$ cat src/rtl/irq_prio_core.sv
module irq_prio_core #(
  parameter int VW            = 8,
  parameter int ILLEGAL_LIMIT = 16,
  parameter int DW            = 32
) (
  input  logic          clk,
  input  logic          rst_n,
  input  logic          dlv_valid,
  input  logic [VW-1:0] dlv_vector,
  input  logic [2:0]    dlv_mode,
  input  logic          dlv_level,
  input  logic          dlv_bypass,
  input  logic          deassert_valid,
  input  logic [VW-1:0] deassert_vector,
  input  logic          ack,
  input  logic          eoi_wr,
  input  logic          reg_wr,
  input  logic [1:0]    reg_addr,
  input  logic [DW-1:0] reg_wdata,
  output logic          intr,
  output logic          ack_valid,
  output logic [VW-1:0] ack_vector,
  output logic          eoi_bcast,
  output logic [VW-1:0] eoi_vector,
  output logic          sys_evt_valid,
  output logic [2:0]    sys_evt_kind,
  output logic [DW-1:0] reg_rdata
);
  localparam int NV   = 1 << VW;
  localparam int CW   = 4;
  localparam int ERRB = 6;

  logic [NV-1:0] irr, isr, tmr;
  logic [VW-1:0] tpr;
  logic [VW:0]   spur;
  logic [7:0]    esr;
  logic          byp_pend;
  logic [VW-1:0] byp_vec;

  function automatic logic [VW:0] top_bit(input logic [NV-1:0] v);
    logic [VW:0] r;
    r = '0;
    for (int i = 0; i < NV; i++)
      if (v[i]) r = {1'b1, VW'(i)};
    return r;
  endfunction

  logic [VW:0]   pend_top, svc_top;
  logic          pend_any, svc_any;
  logic [VW-1:0] pend_idx, svc_idx;
  logic [CW-1:0] pend_cls, svc_cls, tpr_cls;
  logic          qualify;

  assign pend_top = top_bit(irr);
  assign svc_top  = top_bit(isr);
  assign pend_any = pend_top[VW];
  assign svc_any  = svc_top[VW];
  assign pend_idx = pend_top[VW-1:0];
  assign svc_idx  = svc_top[VW-1:0];
  assign pend_cls = pend_idx[VW-1:VW-CW];
  assign svc_cls  = svc_any ? svc_idx[VW-1:VW-CW] : '0;
  assign tpr_cls  = tpr[VW-1:VW-CW];
  assign qualify  = pend_any && (pend_cls > svc_cls) && (pend_cls > tpr_cls);
  assign intr     = byp_pend || qualify;

  logic sw_en, is_norm, is_sys, illegal, accept, take_irr, take_byp, rx_err;
  assign sw_en    = spur[VW];
  assign is_norm  = (dlv_mode == 3'd0) || (dlv_mode == 3'd1);
  assign is_sys   = (dlv_mode == 3'd2) || (dlv_mode >= 3'd4);
  assign illegal  = dlv_vector < VW'(ILLEGAL_LIMIT);
  assign accept   = dlv_valid && is_norm && sw_en && !illegal;
  assign take_irr = accept && !dlv_bypass;
  assign take_byp = accept && dlv_bypass;
  assign rx_err   = dlv_valid && is_norm && illegal;

  logic ack_real, drop_ok;
  assign ack_real = ack && !byp_pend && qualify;
  assign drop_ok  = deassert_valid && tmr[deassert_vector] && !isr[deassert_vector];

  always_ff @(posedge clk or negedge rst_n) begin
    if (!rst_n) begin
      irr <= '0;
      isr <= '0;
      tmr <= '0;
    end else begin
      if (ack_real) begin
        irr[pend_idx] <= 1'b0;
        isr[pend_idx] <= 1'b1;
      end
      if (eoi_wr && svc_any) isr[svc_idx] <= 1'b0;
      if (drop_ok) irr[deassert_vector] <= 1'b0;
      if (take_irr) begin
        irr[dlv_vector] <= 1'b1;
        tmr[dlv_vector] <= dlv_level;
      end
    end
  end

  always_ff @(posedge clk or negedge rst_n) begin
    if (!rst_n) begin
      byp_pend   <= 1'b0;
      byp_vec    <= '0;
      ack_valid  <= 1'b0;
      ack_vector <= '0;
    end else begin
      ack_valid <= ack;
      if (ack) begin
        if (byp_pend)     ack_vector <= byp_vec;
        else if (qualify) ack_vector <= pend_idx;
        else              ack_vector <= spur[VW-1:0];
        byp_pend <= 1'b0;
      end
      if (take_byp) begin
        byp_pend <= 1'b1;
        byp_vec  <= dlv_vector;
      end
    end
  end

  always_ff @(posedge clk or negedge rst_n) begin
    if (!rst_n) begin
      eoi_bcast  <= 1'b0;
      eoi_vector <= '0;
    end else begin
      eoi_bcast <= eoi_wr && svc_any && tmr[svc_idx];
      if (eoi_wr && svc_any && tmr[svc_idx]) eoi_vector <= svc_idx;
    end
  end

  always_ff @(posedge clk or negedge rst_n) begin
    if (!rst_n) begin
      sys_evt_valid <= 1'b0;
      sys_evt_kind  <= '0;
    end else begin
      sys_evt_valid <= dlv_valid && is_sys;
      if (dlv_valid && is_sys) sys_evt_kind <= dlv_mode;
    end
  end

  always_ff @(posedge clk or negedge rst_n) begin
    if (!rst_n) begin
      tpr  <= '0;
      spur <= {1'b0, {VW{1'b1}}};
      esr  <= '0;
    end else begin
      if (reg_wr && reg_addr == 2'd0) tpr  <= reg_wdata[VW-1:0];
      if (reg_wr && reg_addr == 2'd1) spur <= reg_wdata[VW:0];
      if (rx_err)                          esr[ERRB] <= 1'b1;
      else if (reg_wr && reg_addr == 2'd2) esr <= '0;
    end
  end

  always_comb begin
    reg_rdata = '0;
    case (reg_addr)
      2'd0:    reg_rdata[VW-1:0] = tpr;
      2'd1:    reg_rdata[VW:0]   = spur;
      2'd2:    reg_rdata[7:0]    = esr;
      default: reg_rdata         = '0;
    endcase
  end


  ack_resp_chk: assert property (@(posedge clk) disable iff (!rst_n)
    ack |=> ack_valid);


  eoi_src_chk: assert property (@(posedge clk) disable iff (!rst_n)
    eoi_bcast |-> $past(eoi_wr));


  disabled_ignore_chk: assert property (@(posedge clk) disable iff (!rst_n)
    (dlv_valid && !sw_en && !ack && !deassert_valid) |=> $stable(irr));


  illegal_nopend_chk: assert property (@(posedge clk) disable iff (!rst_n)
    (dlv_valid && illegal) |=> !irr[$past(dlv_vector)]);


  sys_src_chk: assert property (@(posedge clk) disable iff (!rst_n)
    sys_evt_valid |-> $past(dlv_valid));


  intr_src_chk: assert property (@(posedge clk) disable iff (!rst_n)
    intr |-> (byp_pend || irr != '0));

endmodule

$ cat config.mk
export PLATFORM = sky130hd
export DESIGN_NAME = irq_prio_core
export DESIGN_NICKNAME = d
export VERILOG_FILES = /design/src/rtl/irq_prio_core.sv
export SDC_FILE = /design/constraint.sdc
export NUM_CORES = 2
export LEC_CHECK = 0
export ABC_AREA = 0
export BUFFER_PORTS_ARGS = -buffer_cell sky130_fd_sc_hd__buf_2
export CAP_MARGIN = 20
export CORE_ASPECT_RATIO = 0.5
export CORE_UTILIZATION = 45
export DETAILED_ROUTE_END_ITERATION = 8
export SLEW_MARGIN = 25
export SYNTH_ARGS = -nofsm -noshare
export SYNTH_HDL_FRONTEND = slang
export SYNTH_SLANG_ARGS = --single-unit
$ cat constraint.sdc
create_clock -name clk -period 4.5 [get_ports clk]
set_input_delay 0.9 -clock clk [delete_from_list [all_inputs] [get_ports clk]]
set_output_delay 0.9 -clock clk [all_outputs]
set_load 0.05 [all_outputs]
# After elaboration in Yosys (flattened, before gate mapping)
# Index checks and enable logic that the tools add are counted.
[totals]
regBits = 817
in_bits = 62
output_inout_bits = 55
elab_cells = 612
[classes]
n_lt_le_gt_ge = 12
n_eq_ne = 4
mux = 541
bitwise_logic = 8
reduce_logical = 33
[op_table]
columns = ["operator", "count"]
rows = [
  ["9-bit 2-to-1 mux", 512],
  ["256-bit 2-to-1 mux", 5],
  ["256-bit AND", 3],
  ["256-bit inverter", 3],
  ["256-bit bitwise OR", 2],
  ["256-bit bitwise mux", 1],
  ["8-bit by 9-bit < comparator with 1-bit output (second input constant)", 4],
  ["1-bit demux with 8-bit select", 4],
  ["8-bit by 1-bit >= comparator with 1-bit output (second input constant)", 4],
  ["1-bit binary-select mux with 8-bit select", 3],
  ["8-bit one-hot mux with 3 select lines", 1],
  ["1-bit logical AND", 22],
  ["8-bit 2-to-1 mux", 2],
  ["1-bit 2-to-1 mux", 11],
  ["4-bit greater-than comparator", 2],
  ["8-bit by 5-bit < comparator with 1-bit output (second input constant)", 1],
  ["7-bit 2-to-1 mux", 1],
  ["1-bit logical NOT", 4],
  ["4-bit 2-to-1 mux", 1],
  ["2-bit nonzero test", 2],
  ["3-bit by 1-bit equality test with 1-bit output (second input constant)", 1],
  ["3-bit by 2-bit equality test with 1-bit output (second input constant)", 1],
  ["3-bit >= comparator (second input constant)", 1],
  ["3-bit logical NOT", 1],
  ["other kinds (4)", 6],
]

# Logic depth before layout (Yosys ltp)
[logic_depth]
depth_word = 267
mapped_depth = 24
ltp_nobuf = 22

# Worst setup path before layout
# OpenSTA, ideal clock, no wires.
[synth_timing]
kind = "in2reg"
start = "input deassert_vector[0]"
end = "register irr[253]"
setup_time_ns = 0.136
arrival_ns = 5.119
t_required_ns = 4.364
path_slack_ns = -0.756
cell_stages = 16
path_buffers = 5
path_cell_list = "clkbuf_1 buf_1 buf_1 mux4_2 mux4_2 a221oi_1 a21oi_1 a221oi_1 o21ai_0 inv_1 nand3_1 or2_2 clkbuf_1 clkbuf_1 o211ai_1 o21ai_0"
[synth_between]
elab_chain_len = 9
word_cells_on_any_way = 17
cone_classes = "2 x order compare; 8 x mux; 3 x bitwise; 4 x reduce/logical"
[synth_rtl]
columns = ["item", "line_no", "text"]
rows = [
  ["from (decl)", "14", "input logic [VW-1:0] deassert_vector,"],
  ["8-bit by 9-bit < comparator with 1-bit output (implied by the code) / 8-bit by 1-bit >= comparator with 1-bit output (equally long branches)", "91", "if (drop_ok) irr[deassert_vector] <= 1'b0;"],
  ["1-bit logical AND (implied by the code)", "91", ""],
  ["1-bit 2-to-1 mux (implied by the code)", "91", ""],
  ["1-bit demux with 8-bit select", "91", ""],
  ["256-bit inverter (no source line)", "-", ""],
  ["256-bit AND (no source line)", "-", ""],
  ["256-bit 2-to-1 mux *", "91", ""],
  ["256-bit bitwise OR (no source line)", "-", ""],
  ["256-bit 2-to-1 mux *", "92", "if (take_irr) begin"],
  ["to (signal, indexed assignment)", "87", "irr[pend_idx] <= 1'b0;"],
  ["to (signal, indexed assignment)", "91", ""],
  ["to (signal, indexed assignment)", "93", "irr[dlv_vector] <= 1'b1;"],
  ["to (decl)", "33", "logic [NV-1:0] irr, isr, tmr;"],
]
# Mark *: on every way between the ends. The rest lies on a longest branch, timed or not. The select of a mux whose other input is x is not followed.
# A chain may end at the register's enable or synchronous reset.

# Worst setup path after layout
[layout_timing]
start = "register isr[48]"
end = "output intr"
[layout_between]
elab_chain_len = 213
[layout_rtl]
columns = ["item", "line_no", "text"]
rows = [
  ["from (decl)", "33", ""],
  ["from (signal assigned)", "83", "isr <= '0;"],
  ["from (signal, indexed assignment)", "88", "isr[pend_idx] <= 1'b1;"],
  ["from (signal, indexed assignment)", "90", "if (eoi_wr && svc_any) isr[svc_idx] <= 1'b0;"],
  ["9-bit 2-to-1 mux (208 in series)", "44", "if (v[i]) r = {1'b1, VW'(i)};"],
  ["4-bit 2-to-1 mux", "61", "assign svc_cls = svc_any ? svc_idx[VW-1:VW-CW] : '0;"],
  ["4-bit greater-than comparator", "63", "assign qualify = pend_any && (pend_cls > svc_cls) && (pend_cls > tpr_cls);"],
  ["1-bit logical AND (2 in series)", "63", ""],
  ["1-bit logical OR", "64", "assign intr = byp_pend || qualify;"],
  ["to (decl)", "20", "output logic intr,"],
]
# No other way between the ends.

==> run summary <==
The flow ran to the end, but the final reports show violations. The final reports fail on negative setup slack. The final setup slack of the worst path came out at -1.03 ns. For this run, the post-layout net count is 6437.

The number of synthesized register bits came out at approximately 820. By area the synthesized netlist is led by sky130_fd_sc_hd__dfrtp_1, sky130_fd_sc_hd__mux4_2, sky130_fd_sc_hd__mux2_2. Of the total synthesized cell area, the portion taken by XOR and XNOR cells is 0. The synthesized design contains 0 enable-type register cells. Of the total synthesized cell area, the portion taken by AND, OR, NAND and NOR gates is 0.172. The total of buffers placed on input and output ports is 70. The final worst hold slack came out at between 0.15 and 0.2 ns. The max-cap violation count came out at 0. In the routed layout, each cell is associated on average with a via count of 6.88. TritonCTS built the clock tree.

The overall via count from detail_route came out at about 54000. The post-synthesis adder-cell area fraction is 0.00214. The number of antenna violations at the first check in global routing is 20. The number of sinks on the clock net came out at about 800.

STA classifies the critical path startpoint as a register. For this design the top-level I/O count stands at between 100 and 150. For this run the aggregate overflow at the end of global routing stands at 0. The mean routed wirelength per cell is between 30 and 40 um. The worst clock skew is about 0.036 ns. Walking the worst path, the cells encountered are or4_4 -> or4b_4 -> buf_6 -> nor4_4 -> buf_4 -> o31a_1 -> o21bai_1 -> nand2_1 -> nand2_4 -> inv_4 -> ha_4 -> nor2b_4 -> o21ai_2 -> nand2b_1 -> a21oi_2 -> buf_4 -> nor3_4 -> a21oi_2 -> inv_2 -> buf_8. The synthesized-area fraction occupied by ao, oa, aoi and oai cells came to 0.193. The cell family contributing the most delay on the critical path is simple AND/OR/NAND/NOR gates. After synthesis, the largest family of logic cells by area is compound AO/OA/AOI/OAI gates.

From left edge to right edge, the die measures between 400 and 500 um. The placeable core area came out at between 100000 and 150000 um2. The number of library cell types mapped by synthesis is 86.

The most used flip-flop cell after synthesis is sky130_fd_sc_hd__dfrtp_1. The number of rows created at floorplan came out at 83. The detailed-router iteration count before antenna repair is 7. The initial core utilization came out at 0.455. In this run the remaining antenna-violating nets after routing total 0. The library cell with the largest summed area after synthesis is sky130_fd_sc_hd__dfrtp_1.

For this run, design rule violations remaining after detail routing come to 0. Dividing the final minimum period by the clock period gives 1.23. The number of hold buffers added after CTS is 0. The critical-path cell with the highest stage delay is sky130_fd_sc_hd__or4_4. The clock passes through at most 3 buffers. Across every metal layer, demand over resource in global routing totals 0.515. Setup repair after global routing could not meet its margin everywhere. The die covers about 110000 um2.

The number of pins exceeding their max-slew limit in the final report is 0. The die outline height is 230 um. The critical path data arrival time came out at ~4.6 ns. The required arrival time at the worst endpoint is 3.60 ns. The maximum level of the CTS H-tree came out at 3. For this run, the top clock speed supported by timing is about 180 MHz.

Buffers inserted during clock tree synthesis total between 80 and 90. The number of failing hold endpoints at the final stage is 0. The mux share of post-synthesis cell area is 0.156.

Clock-pin slew was measured on the worst setup and hold paths at 0.06 ns. The slack of the worst reg-to-reg path is -0.73 ns. The final-report setup violation count came out at ~530. The number of buffers and inverters on the critical path is 6. The worst setup path is of the register to primary output kind. Of the post-synthesis cell area, the dominant cell type holds 0.433. The insertion delay of the later-clocked pin in the worst-skew pair is around 0.73 ns. The area growth from synthesis to layout is 48.7%. For the finished layout, the period the worst path requires is 5.53 ns. The async set or reset register ratio after synthesis came out at 1.00. The number of instances in the synthesized netlist came out at 4886. The register area share after synthesis is 0.437.

The post-synthesis instance area came out at around 47000 um2. The count of routing violations after the opening detailed-route iteration is ~9200. The maximum number of pins on one net before global-route repair is ~120. The tightest min-delay check is of the input port to asynchronous set/reset pin type. The via count of the first global-routing pass was between 50000 and 60000.

The final layout contains routed wiring with a total length of ~280000 um. Of all nets on the critical path, the largest fanout is 2. Each instance of the synthesized netlist takes up on average 9.57 um2. The first global-routing pass estimated between 300000 and 400000 um of wire. At the end of routability-driven placement, the weighted congestion stood at between 1 and 1.5. Headroom to the max-slew limit came out at 0.137.

The tree is rooted in a sky130_fd_sc_hd__clkbuf_16. STA classifies the critical path endpoint as a primary output. The transition at the pin with the smallest max-transition slack came out at 1.29 ns. Detailed placement ended at an HPWL of 206000 um.

The number of warnings reported in the yosys synthesis log came out at 0. The proportion of layout cells with a drive suffix above 1 came out at 0.469. In this design, the stage delay of the slowest critical-path cell is roughly 0.57 ns.
-- state kept, by name, summed over array words and instances (netlist names), 3 cells and up --
| name | cells |
|---|---|
| isr | 256 |
| eoi_vector | 8 |
| spur | 9 |
| tmr | 256 |
| sys_evt_kind | 3 |
| tpr | 8 |
| irr | 256 |
| byp_vec | 8 |
| ack_vector | 8 |
-- area by class of cell --
type	instances	area [um2]
Antenna cell	13	32.5
Clock buffer	110	2370
Clock inverter	39	526
Fill cell	8079	33300
Inverter	136	513
Multi-Input combinational cell	3629	28700
Sequential cell	817	20500
Tap cell	1360	1700
Timing Repair Buffer	1702	15200
-- through the flow --
step | setup WS [ns] | cell area (um2) | utilization | instances | setup TNS (ns)
detailed placement | -1.41 | 60600 | 0.589 | 7558 | -438.77
global route | -1.11 | 69500 | 0.676 | 7798 | -307.73
finish | -1.03 | 69500 | 0.676 | 7806 | -279.03
global placement | -1.40 | 60600 | 0.589 | 7558 | -434.92
CTS | -0.930 | 67500 | 0.656 | 7765 | -154.92
floorplan | 0.000805 | 46900 | - | 4908 | 0
-- per-layer routing --
layer | routed length [um] | track usage | part of all wire
met1 | 108000 | 0.695 | 0.39
met2 | 101000 | 0.634 | 0.36
met3 | 54400 | 0.333 | 0.20
met4 | 12800 | 0.193 | 0.046
met5 | 1380 | 0.0729 | 0.0050
-- placed cells by master (no fill, tap or decap), types with 109 or more instances in the layout --
cell type,n
sky130_fd_sc_hd__nand2_1,431
sky130_fd_sc_hd__nor4_1,144
sky130_fd_sc_hd__mux4_2,163
sky130_fd_sc_hd__mux2_2,284
sky130_fd_sc_hd__o21ai_0,294
sky130_fd_sc_hd__inv_1,133
sky130_fd_sc_hd__a2bb2oi_2,116
sky130_fd_sc_hd__dfrtp_1,807
sky130_fd_sc_hd__nor2_4,158
sky130_fd_sc_hd__nor3_1,109
sky130_fd_sc_hd__nor2_1,450
sky130_fd_sc_hd__buf_12,119
sky130_fd_sc_hd__buf_6,242
sky130_fd_sc_hd__a21oi_1,246
sky130_fd_sc_hd__buf_4,1254
-- cells in the mapped netlist, types with 27 or more instances --
cell type	count
sky130_fd_sc_hd__nor2_1	636
sky130_fd_sc_hd__o22ai_1	93
sky130_fd_sc_hd__buf_4	29
sky130_fd_sc_hd__nand3_1	71
sky130_fd_sc_hd__o22a_1	31
sky130_fd_sc_hd__nand2b_1	41
sky130_fd_sc_hd__nor4_1	160
sky130_fd_sc_hd__o221ai_1	85
sky130_fd_sc_hd__clkbuf_1	259
sky130_fd_sc_hd__a2bb2oi_1	144
sky130_fd_sc_hd__a221oi_1	27
sky130_fd_sc_hd__mux2_2	284
sky130_fd_sc_hd__inv_1	136
sky130_fd_sc_hd__mux4_2	163
sky130_fd_sc_hd__o31ai_1	34
sky130_fd_sc_hd__dfrtp_1	809
sky130_fd_sc_hd__nand2_1	461
sky130_fd_sc_hd__a21oi_1	304
sky130_fd_sc_hd__o21ai_0	383
sky130_fd_sc_hd__nand4_1	46
sky130_fd_sc_hd__or3_1	27
sky130_fd_sc_hd__nor2b_1	40
sky130_fd_sc_hd__mux2i_1	40
sky130_fd_sc_hd__or4_1	28
sky130_fd_sc_hd__nor3_1	128
-- worst paths after layout --
path | end | from | depth (start not counted)
max in group asynchronous | irr[118] | rst_n | 2
min in group clk | tmr[10] | tmr[10] | 0
min reg2reg | tmr[10] | tmr[10] | 0
max | intr | isr[48] | 20
max reg2reg | eoi_vector[2] | isr[48] | 23
min | isr[36] | rst_n | 1
-- cells by family (layout without fill, tap and decap cells) --
family | after synthesis | in the layout
compound gates | 1368 | 1368
fa+ha+maj | 8 | 8
buf+inv | 463 | 1987
flops | 817 | 817
mux | 488 | 488
other cells | 1 | 36
simple gates | 1741 | 1742
-- worst reg2reg max path: cells and delay by family, from the launching register on --
family          cells  cell delay [ns]
buf+inv             8             1.23
compound gates      8             1.48
simple gates        6             1.71
mux                 1             0.34
flops               1             0.39
-- what timing repair did --
item	CTS	global route
resized for setup	868	420
gates cloned	5	1
setup buffers	59	40
endpoints found under the hold margin	0	0
pin swaps	255	158
endpoints found under the setup margin	530	530
Power is not shown: default switching activity piles up to over one toggle a cycle in this logic, so the estimate is an artifact.
